File: config.mk
export PLATFORM = sky130hd
export DESIGN_NAME = mdio_master
export DESIGN_NICKNAME = d
export VERILOG_FILES = /design/src/rtl/mdio_master_pkg.sv /design/src/rtl/mdio_clkgen.sv /design/src/rtl/mdio_frame.sv /design/src/rtl/mdio_regs.sv /design/src/rtl/mdio_master.sv
export SDC_FILE = /design/constraint.sdc
export NUM_CORES = 1
export LEC_CHECK = 0
export CORE_MARGIN = 3
export CORE_UTILIZATION = 55
export DETAILED_ROUTE_END_ITERATION = 6
export PLACE_DENSITY = 0.77
export SLEW_MARGIN = 20
export SYNTH_ARGS = -nofsm -noshare
export SYNTH_HDL_FRONTEND = slang
export SYNTH_HIERARCHICAL = 1
export SYNTH_SLANG_ARGS = --single-unit
File: constraint.sdc
create_clock -name clk -period 3.4 [get_ports clk]
set_clock_uncertainty 0.05 [all_clocks]
set_input_delay 0.85 -clock clk [delete_from_list [all_inputs] [get_ports clk]]
set_output_delay 0.85 -clock clk [all_outputs]
set_load 0.1 [all_outputs]
File: src/rtl/mdio_master_pkg.sv
package mdio_master_pkg;

  localparam int FRAME_BITS = 64;
  localparam int PRE_BITS   = 32;
  localparam int TA_POS     = PRE_BITS + 14;
  localparam int DATA_POS   = PRE_BITS + 16;

  localparam logic [7:0] OFS_MODE  = 8'h40;
  localparam logic [7:0] OFS_TGT   = 8'h44;
  localparam logic [7:0] OFS_WDATA = 8'h48;
  localparam logic [7:0] OFS_RDATA = 8'h4C;
  localparam logic [7:0] OFS_CMD   = 8'h50;

  // frame kind decoded from the framing mode and the access code
  function automatic logic code_valid(input logic ext, input logic [1:0] code);
    return ext ? (code != 2'd3) : (code[1] == 1'b0);
  endfunction

  function automatic logic code_reads(input logic ext, input logic [1:0] code);
    return ext ? (code == 2'd2) : (code == 2'd0);
  endfunction

  function automatic logic [1:0] code_opcode(input logic ext, input logic [1:0] code);
    logic [1:0] op;
    if (ext) begin
      case (code)
        2'd0:    op = 2'b00;
        2'd1:    op = 2'b01;
        default: op = 2'b11;
      endcase
    end else begin
      op = (code == 2'd0) ? 2'b10 : 2'b01;
    end
    return op;
  endfunction

  function automatic logic [FRAME_BITS-1:0] build_frame(
    input logic        ext,
    input logic [1:0]  code,
    input logic [4:0]  phy,
    input logic [4:0]  regad,
    input logic [15:0] payload
  );
    logic        rd;
    logic [1:0]  st;
    logic [1:0]  ta;
    logic [15:0] dat;
    rd  = code_reads(ext, code);
    st  = ext ? 2'b00 : 2'b01;
    ta  = rd ? 2'b11 : 2'b10;
    dat = rd ? 16'hFFFF : payload;
    return {{PRE_BITS{1'b1}}, st, code_opcode(ext, code), phy, regad, ta, dat};
  endfunction

endpackage

File: src/rtl/mdio_clkgen.sv
module mdio_clkgen #(
  parameter int DIV_W = 8
) (
  input  logic             clk,
  input  logic             rst,
  input  logic             run,
  input  logic             load,
  input  logic [DIV_W-1:0] div_in,
  output logic             mdc,
  output logic             rise_evt,
  output logic             fall_evt
);

  logic [DIV_W-1:0] div_q;
  logic [DIV_W-1:0] cnt;
  logic [DIV_W:0]   period;
  logic [DIV_W-1:0] half_m1;

  assign period   = {1'b0, div_q} + 1'b1;
  assign half_m1  = period[DIV_W:1] - 1'b1;
  assign rise_evt = run && (cnt == half_m1);
  assign fall_evt = run && (cnt == div_q);

  always_ff @(posedge clk) begin
    if (rst) begin
      div_q <= '1;
      cnt   <= '0;
      mdc   <= 1'b0;
    end else if (load) begin
      div_q <= (div_in == '0) ? DIV_W'(1) : div_in;
      cnt   <= '0;
      mdc   <= 1'b0;
    end else if (!run) begin
      cnt <= '0;
      mdc <= 1'b0;
    end else begin
      if (fall_evt) begin
        cnt <= '0;
        mdc <= 1'b0;
      end else begin
        cnt <= cnt + 1'b1;
        if (rise_evt) mdc <= 1'b1;
      end
    end
  end

endmodule

File: src/rtl/mdio_frame.sv
module mdio_frame
  import mdio_master_pkg::*;
(
  input  logic                  clk,
  input  logic                  rst,
  input  logic                  start,
  input  logic [FRAME_BITS-1:0] frame_in,
  input  logic                  rd_kind,
  input  logic                  rise_evt,
  input  logic                  fall_evt,
  input  logic                  mdio_i,
  output logic                  busy,
  output logic                  mdio_o,
  output logic                  mdio_oe,
  output logic                  rd_done,
  output logic [15:0]           rd_result
);

  localparam int IDX_W = $clog2(FRAME_BITS);
  localparam logic [IDX_W-1:0] LAST_IDX = IDX_W'(FRAME_BITS - 1);
  localparam logic [IDX_W-1:0] TA_IDX   = IDX_W'(TA_POS);
  localparam logic [IDX_W-1:0] DATA_IDX = IDX_W'(DATA_POS);

  logic [FRAME_BITS-1:0] sh;
  logic [IDX_W-1:0]      bit_idx;
  logic [IDX_W-1:0]      next_idx;
  logic                  rd_q;

  assign next_idx = bit_idx + 1'b1;

  always_ff @(posedge clk) begin
    if (rst) begin
      sh        <= '1;
      bit_idx   <= '0;
      rd_q      <= 1'b0;
      busy      <= 1'b0;
      mdio_o    <= 1'b1;
      mdio_oe   <= 1'b0;
      rd_done   <= 1'b0;
      rd_result <= '0;
    end else begin
      rd_done <= 1'b0;
      if (start && !busy) begin
        sh      <= frame_in;
        bit_idx <= '0;
        rd_q    <= rd_kind;
        busy    <= 1'b1;
        mdio_o  <= frame_in[FRAME_BITS-1];
        mdio_oe <= 1'b1;
      end else if (busy) begin
        if (rise_evt && rd_q && (bit_idx >= DATA_IDX)) begin
          rd_result <= {rd_result[14:0], mdio_i};
        end
        if (fall_evt) begin
          if (bit_idx == LAST_IDX) begin
            busy    <= 1'b0;
            mdio_o  <= 1'b1;
            mdio_oe <= 1'b0;
            rd_done <= rd_q;
          end else begin
            bit_idx <= next_idx;
            sh      <= {sh[FRAME_BITS-2:0], 1'b1};
            mdio_o  <= sh[FRAME_BITS-2];
            mdio_oe <= !(rd_q && (next_idx >= TA_IDX));
          end
        end
      end
    end
  end

endmodule

File: src/rtl/mdio_regs.sv
module mdio_regs
  import mdio_master_pkg::*;
#(
  parameter int ADDR_W = 8,
  parameter int DATA_W = 32,
  parameter int DIV_W  = 8
) (
  input  logic              clk,
  input  logic              rst,
  input  logic              req_wr,
  input  logic              req_rd,
  input  logic [ADDR_W-1:0] req_addr,
  input  logic [DATA_W-1:0] req_wdata,
  output logic [DATA_W-1:0] rd_data,
  input  logic              busy,
  input  logic              rd_done,
  input  logic [15:0]       rd_result,
  output logic              start,
  output logic              mode_ext,
  output logic [DIV_W-1:0]  mode_div,
  output logic [4:0]        tgt_phy,
  output logic [4:0]        tgt_reg,
  output logic [15:0]       out_word,
  output logic [1:0]        cmd_code
);

  logic        mode_ctl;
  logic [15:0] in_word;
  logic        hit_mode, hit_tgt, hit_wdata, hit_cmd;
  logic        accept;
  logic        unused_hi;

  assign unused_hi = ^req_wdata[DATA_W-1:16];

  assign hit_mode  = req_wr && (req_addr == ADDR_W'(OFS_MODE));
  assign hit_tgt   = req_wr && (req_addr == ADDR_W'(OFS_TGT));
  assign hit_wdata = req_wr && (req_addr == ADDR_W'(OFS_WDATA));
  assign hit_cmd   = req_wr && (req_addr == ADDR_W'(OFS_CMD));
  assign accept    = hit_cmd && req_wdata[8] && !busy && !start &&
                     code_valid(mode_ext, req_wdata[1:0]);

  always_ff @(posedge clk) begin
    if (rst) begin
      mode_ctl <= 1'b0;
      mode_ext <= 1'b0;
      mode_div <= '1;
      tgt_phy  <= '0;
      tgt_reg  <= '0;
      out_word <= '0;
      in_word  <= '0;
      cmd_code <= '0;
      start    <= 1'b0;
    end else begin
      start <= accept;
      if (hit_mode) begin
        mode_ctl <= req_wdata[12];
        mode_ext <= req_wdata[8];
        mode_div <= req_wdata[DIV_W-1:0];
      end
      if (hit_tgt) begin
        tgt_phy <= req_wdata[12:8];
        tgt_reg <= req_wdata[4:0];
      end
      if (hit_wdata) out_word <= req_wdata[15:0];
      if (accept)    cmd_code <= req_wdata[1:0];
      if (rd_done)   in_word  <= rd_result;
    end
  end

  always_ff @(posedge clk) begin
    if (rst) begin
      rd_data <= '0;
    end else if (req_rd) begin
      case (req_addr)
        ADDR_W'(OFS_MODE):  rd_data <= DATA_W'({mode_ctl, 3'b000, mode_ext, mode_div});
        ADDR_W'(OFS_TGT):   rd_data <= DATA_W'({tgt_phy, 3'b000, tgt_reg});
        ADDR_W'(OFS_WDATA): rd_data <= DATA_W'(out_word);
        ADDR_W'(OFS_RDATA): rd_data <= DATA_W'(in_word);
        ADDR_W'(OFS_CMD):   rd_data <= DATA_W'({busy, 14'b0, cmd_code});
        default:            rd_data <= '0;
      endcase
    end
  end

endmodule

File: src/rtl/mdio_master.sv
module mdio_master
  import mdio_master_pkg::*;
#(
  parameter int ADDR_W = 8,
  parameter int DATA_W = 32
) (
  input  logic              clk,
  input  logic              rst,
  input  logic              req_wr,
  input  logic              req_rd,
  input  logic [ADDR_W-1:0] req_addr,
  input  logic [DATA_W-1:0] req_wdata,
  output logic [DATA_W-1:0] rd_data,
  output logic              mdc,
  output logic              mdio_o,
  output logic              mdio_oe,
  input  logic              mdio_i
);

  localparam int DIV_W = 8;

  logic                  start;
  logic                  busy;
  logic                  mode_ext;
  logic [DIV_W-1:0]      mode_div;
  logic [4:0]            tgt_phy;
  logic [4:0]            tgt_reg;
  logic [15:0]           out_word;
  logic [1:0]            cmd_code;
  logic                  rise_evt;
  logic                  fall_evt;
  logic                  rd_done;
  logic [15:0]           rd_result;
  logic [FRAME_BITS-1:0] frame_word;
  logic                  frame_rd;

  assign frame_word = build_frame(mode_ext, cmd_code, tgt_phy, tgt_reg, out_word);
  assign frame_rd   = code_reads(mode_ext, cmd_code);

  mdio_regs #(
    .ADDR_W(ADDR_W),
    .DATA_W(DATA_W),
    .DIV_W (DIV_W)
  ) u_regs (
    .clk      (clk),
    .rst      (rst),
    .req_wr   (req_wr),
    .req_rd   (req_rd),
    .req_addr (req_addr),
    .req_wdata(req_wdata),
    .rd_data  (rd_data),
    .busy     (busy),
    .rd_done  (rd_done),
    .rd_result(rd_result),
    .start    (start),
    .mode_ext (mode_ext),
    .mode_div (mode_div),
    .tgt_phy  (tgt_phy),
    .tgt_reg  (tgt_reg),
    .out_word (out_word),
    .cmd_code (cmd_code)
  );

  mdio_clkgen #(
    .DIV_W(DIV_W)
  ) u_clkgen (
    .clk     (clk),
    .rst     (rst),
    .run     (busy),
    .load    (start),
    .div_in  (mode_div),
    .mdc     (mdc),
    .rise_evt(rise_evt),
    .fall_evt(fall_evt)
  );

  mdio_frame u_frame (
    .clk      (clk),
    .rst      (rst),
    .start    (start),
    .frame_in (frame_word),
    .rd_kind  (frame_rd),
    .rise_evt (rise_evt),
    .fall_evt (fall_evt),
    .mdio_i   (mdio_i),
    .busy     (busy),
    .mdio_o   (mdio_o),
    .mdio_oe  (mdio_oe),
    .rd_done  (rd_done),
    .rd_result(rd_result)
  );

endmodule

Word level (Yosys, flattened, before mapping)
Cells that the tools add are included.
{"block": "word_totals", "out_inout_bits": 35, "wordCells": 97, "regBits": 194, "inputBits": 45}
{"block": "op_classes", "eq_ne": 12, "add_sub_neg": 4, "n_bitwise": 5, "order_cmp": 2, "mux": 23, "n_reduce_logical": 29}
{"op": "32-bit two-way mux", "count": 4}
{"op": "17-bit case mux with 5 select lines", "count": 1}
{"op": "8-bit by 7-bit equality test with 1-bit output, second input constant", "count": 5}
{"op": "8-bit equality test", "count": 2}
{"op": "16-bit two-way mux", "count": 1}
{"op": "1-bit logical AND", "count": 14}
{"op": "1-bit two-way mux", "count": 13}
{"op": "6-bit greater-or-equal comparator, second input constant", "count": 2}
{"op": "8-bit by 1-bit adder with 9-bit output, second input constant", "count": 1}
{"op": "3-bit AND reduction", "count": 3}
{"op": "8-bit by 1-bit adder with 8-bit output, second input constant", "count": 1}
{"op": "8-bit zero test", "count": 1}
{"op": "8-bit two-way mux", "count": 1}
{"op": "8-bit by 1-bit subtractor with 8-bit output, second input constant", "count": 1}
{"op": "6-bit by 1-bit adder with 6-bit output, second input constant", "count": 1}
{"op": "6-bit equality test, second input constant", "count": 1}
{"op": "1-bit inverter", "count": 5}
{"op": "5-bit OR reduction", "count": 1}
{"op": "2-bit two-way mux", "count": 2}
{"op": "2-bit case mux with 2 select lines", "count": 1}
{"op": "2-bit AND reduction", "count": 2}
{"op": "2-bit nonzero test", "count": 2}
{"op": "4-bit OR reduction", "count": 1}
{"op": "1-bit zero test", "count": 3}
{"op": "other kinds (6)", "count": 6}

Depth between registers and ports, before layout
{"block": "depth", "depth_word": 8, "depth_mapped": 15, "ltp_nobuf": 12}

By module
The synthesis kept the hierarchy.
{"module": "mdio_frame", "seq_area_each_um2": 1801.7, "n_inst": 1, "area_each_um2": 3886.2, "cells_per_inst": 488}
{"module": "mdio_regs", "seq_area_each_um2": 1441.4, "n_inst": 1, "area_each_um2": 3384.5, "cells_per_inst": 339}
{"module": "mdio_clkgen", "seq_area_each_um2": 340.3, "n_inst": 1, "area_each_um2": 1331.3, "cells_per_inst": 160}
{"module": "mdio_master", "seq_area_each_um2": 0.0, "n_inst": 1, "area_each_um2": 186.4, "cells_per_inst": 27}

Worst setup path before layout
OpenSTA, ideal clock, no wires.
{"block": "synth_timing", "path_kind": "register to register", "startpoint": "register u_clkgen.div_q[0]", "endpoint": "register u_frame.rd_result[10]", "slack_ps": 599, "path_stages_with_launch": 16, "t_arrival_ps": 2618, "cell_sequence": "dfxtp_1 -> ha_1 -> buf_2 -> xnor2_1 -> ha_1 -> xnor3_1 -> xnor2_1 -> nor2_1 -> o311ai_0 -> a211oi_2 -> nand3_1 -> or2_1 -> clkbuf_1 -> buf_2 -> nand2_1 -> a21oi_1"}
{"block": "synth_via", "elab_chain_cells": 7}
{"item": "from (decl)", "line": "mdio_clkgen.sv:14", "text": "logic [DIV_W-1:0] div_q;"}
{"item": "from (signal assigned)", "line": "mdio_clkgen.sv:30", "text": "div_q <= (div_in == '0) ? DIV_W'(1) : div_in;"}
{"item": "8-bit by 1-bit adder with 9-bit output", "line": "mdio_clkgen.sv:19", "text": "assign period = {1'b0, div_q} + 1'b1;"}
{"item": "8-bit by 1-bit subtractor with 8-bit output", "line": "mdio_clkgen.sv:20", "text": "assign half_m1 = period[DIV_W:1] - 1'b1;"}
{"item": "8-bit equality test", "line": "mdio_clkgen.sv:21", "text": "assign rise_evt = run && (cnt == half_m1);"}
{"item": "1-bit logical AND", "line": "mdio_clkgen.sv:21"}
{"item": "named net rise_evt", "line": "mdio_master.sv:30", "text": "logic rise_evt;"}
{"item": "1-bit logical AND (2 in series)", "line": "mdio_frame.sv:51", "text": "if (rise_evt && rd_q && (bit_idx >= DATA_IDX)) begin"}
{"item": "3-bit AND reduction (no source line)"}
{"item": "to (signal assigned)", "line": "mdio_frame.sv:52", "text": "rd_result <= {rd_result[14:0], mdio_i};"}
{"item": "to (decl)", "line": "mdio_frame.sv:16", "text": "output logic [15:0] rd_result"}
The timed path passes the listed nets, and every way through them passes these cells.
A chain may end at the register's enable or synchronous reset.

Final worst setup path
{"block": "layout_timing", "startpoint": "register u_clkgen.div_q[3]", "endpoint": "register u_frame.rd_result[1]"}
The elaborated chain is that of the path after synthesis.

==> run summary <==
Yosys cell types: 73
Synth Cell Area: 0.00879 mm²
Worst Setup Start Kind: flip-flop
Rel. slew slack: 0.315
Pins Over Slew Limit: 0
register area share after synthesis: 0.408
WL/cell: 16.8 µm
flop2flop setup slack: 210 ps
largest net degree at the start of global routing: 62
RSZ-0062 raised after global routing: no
hpwl dp: 13.9 mm
vias in the first global route: 6887
Cell Rows: 45
post-synthesis area per instance: 8.67 µm²
Total GRT Usage: 0.242
Crit Path Category: reg2reg
Pre-antenna DRT Iters: 5
Ys Warns: 6
CP required: 3640 ps
Reg with most FFs: u_frame/sh
Initial Utilization: 0.570
HP Start: u_frame/rd_result[15]
synthesis-to-layout area growth: 13.5%
CTS Hold Bufs: 0
fin nets: 1108
initial antenna violation count: 0
Ports: 80
main flop type after synthesis: dfxtp_1
Gate power share: 0.056
fin crit period: 3190 ps
final setup fails: 0
final hold slack: 406 ps
reg2reg path depth: 9
first-pass GRT wire length: 34.9 mm
Root Buffer: clkbuf_16
vias per cell: 5.90
Num CTS Buffers: 17
Die X: 132 µm
WL final: 21.5 mm
Pleak: 3.74 nW
fin crit share: 0.939
final hold vios: 0
Ant. Diodes: 0
core box area: 0.0154 mm²
Sequential Power Share: 0.491
run status: finished clean
Post-CTS Setup Repair Bufs: 0
number of max-cap violations: 0
worst reg2reg path startpoint: u_clkgen/div_q[3]
power share of the clock group: 0.453
dpl cells: 1250
CP endpoint kind: flip-flop
Peak VDD IR: 376 µV
top flop regs: u_frame/sh: 63 flops, u_regs/rd_data: 17 flops
final instance area: 0.00998 mm²
pre-CTS WS: 247 ps
Syn Inst Count: 1014
IO Port Bufs: 48
H-tree depth: 4
Die Ht: 132 µm
arrival time worst endpoint: 3430 ps
max reg flops: 63
Cell Int Power: 3.22 mW
area post-placement: 0.00939 mm²
gr ovfl total: 0
Endpoint, Worst Hold: u_frame/rd_result[15]
post-route ant nets: 0
Final WS setup: 207 ps
HP Class: reg2reg
worst-path fanout max: 16
clock buffer depth: 2
Setup TNS: 0 ps
GPL Wtd Cong: 0.845
DR vias: 7558
Post-Layout Cell Count: 1282
Async SR Flop Fraction: 0
DR iter-0 viols: 636
die area: 0.0175 mm²
Post-synth EDFFs: 0
Slew @ Worst Pin: 1030 ps
flops & latches, synth: 179
CTS tree: yes
DRC: 0
Switch Pwr: 1.05 mW
Sink Count: 179
fillers: 1288
Clk Latency, worst-skew pair: 420 ps
share of post-route cells with drive strength above 1: 0.110
PwrDens: 428 mW/mm²
f_max: 313 MHz
Sw Share: 0.246
FF-to-FF End: u_frame/rd_result[1]
worst hold path stage count: 2
clock-pin slew on the worst setup and hold paths: 70 ps
==> layout make-up <==
type / instances / area, µm² / area share
clock inverter: 14 / 144 / 0.0144
clock buffer: 18 / 439 / 0.0440
sequential: 179 / 3580 / 0.359
multi-input combinational: 771 / 4830 / 0.484
inverter: 11 / 41.3 / 0.00414
timing repair buffer: 78 / 678 / 0.0680
tap: 211 / 264 / 0.0265
==> metal layers <==
| metal | GRT usage | routed length (µm) | vias to the layer above |
|---|---|---|---|
| li1 | - | - | 3653 |
| met1 | 0.331 | 9750 | 3636 |
| met2 | 0.383 | 10200 | 235 |
| met3 | 0.0481 | 1200 | 34 |
| met4 | 0.0803 | 391 | 0 |
| met5 | 0 | 0 | - |
==> cells in the mapped netlist (6+ instances only) <==
master | number | area [µm²]
dfxtp_1 | 179 | 3580
nand2_1 | 179 | 672
nand3_1 | 81 | 405
nand4b_1 | 62 | 543
nor2_1 | 51 | 191
mux2i_1 | 45 | 450
clkbuf_1 | 44 | 165
a21oi_1 | 43 | 215
buf_2 | 23 | 115
buf_4 | 22 | 165
nand2b_1 | 22 | 138
nand4_1 | 22 | 138
o21bai_1 | 18 | 135
o31ai_1 | 18 | 135
o21ai_0 | 15 | 75.1
a22o_1 | 14 | 123
xnor2_1 | 14 | 123
inv_1 | 11 | 41.3
mux2_2 | 10 | 113
nor3_1 | 9 | 45.0
xor2_1 | 9 | 78.8
and3_1 | 7 | 43.8
buf_6 | 7 | 78.8
nor4_1 | 7 | 43.8
nand3b_1 | 6 | 45.0
o211ai_1 | 6 | 45.0
==> through the flow <==
step,power [mW],utilization
2_1_floorplan,2.33,-
3_3_place_gp,2.38,0.609
3_5_place_dp,2.38,0.609
4_1_cts,4.30,0.647
5_1_grt,4.41,0.647
6_report,4.27,0.647
==> repair_timing <==
item,CTS,global route
gates resized for setup,0,1
hold endpoints to repair,0,0
setup endpoints to repair,0,16
==> worst max path at each step <==
| stage | slack, ps | startpoint | depth (start not counted) | endpoint |
|---|---|---|---|---|
| 6_report | 210 | u_clkgen/div_q[3] | 9 | u_frame/rd_result[1] |
| 3_3_place_gp | 270 | u_clkgen/div_q[2] | 11 | u_frame/rd_result[6] |
| 5_1_grt | 20 | u_clkgen/div_q[0] | 12 | u_frame/rd_result[8] |
| 3_5_place_dp | 250 | u_clkgen/div_q[2] | 11 | u_frame/rd_result[8] |
| 4_1_cts | 210 | u_clkgen/div_q[2] | 11 | u_frame/rd_result[8] |
| 2_1_floorplan | 600 | u_clkgen/div_q[0] | 15 | u_frame/rd_result[10] |
==> placed cells by master, fill, tap and decap left out, drive strengths merged, types with 16 or more instances in the layout <==
| cell | instances |
|---|---|
| nand2 | 179 |
| dfxtp | 179 |
| nand3 | 83 |
| nand4b | 62 |
| nor2 | 52 |
| buf | 51 |
| conb | 49 |
| mux2i | 45 |
| a21oi | 43 |
| clkdlybuf4s50 | 27 |
| nand4 | 22 |
| nand2b | 22 |
| o21bai | 18 |
| o31ai | 18 |
| clkbuf | 18 |
| inv | 18 |
| o21ai | 16 |
==> power groups by stage <==
stage | sequential [mW] | clock (mW) | combinational, mW
after floorplan | 2.15 | 0 | 0.180
after global placement | 2.15 | 0 | 0.236
after detailed placement | 2.15 | 0 | 0.236
after CTS | 2.10 | 1.97 | 0.237
after global routing | 2.10 | 2.06 | 0.253
final | 2.10 | 1.93 | 0.241
==> critical path, cell delays in order (launching register included) <==
cell and delay, ps:
dfxtp_1 620, nand3_4 150, o21a_1 230, or4_1 490, a31o_1 230, a211oi_2 280
nand3_1 240, or2_1 510, nand2_1 160, a21oi_1 90
==> kinds of logic after synthesis <==
logic type,share of synthesized area
compound gates,0.125
xor+xnor,0.0273
simple gates,0.289
buf+inv,0.0656
fa+ha+maj,0.00712
flops,0.408
other cells,0.00128
mux,0.0769
Note: power is estimated with default switching activity, not from simulation.
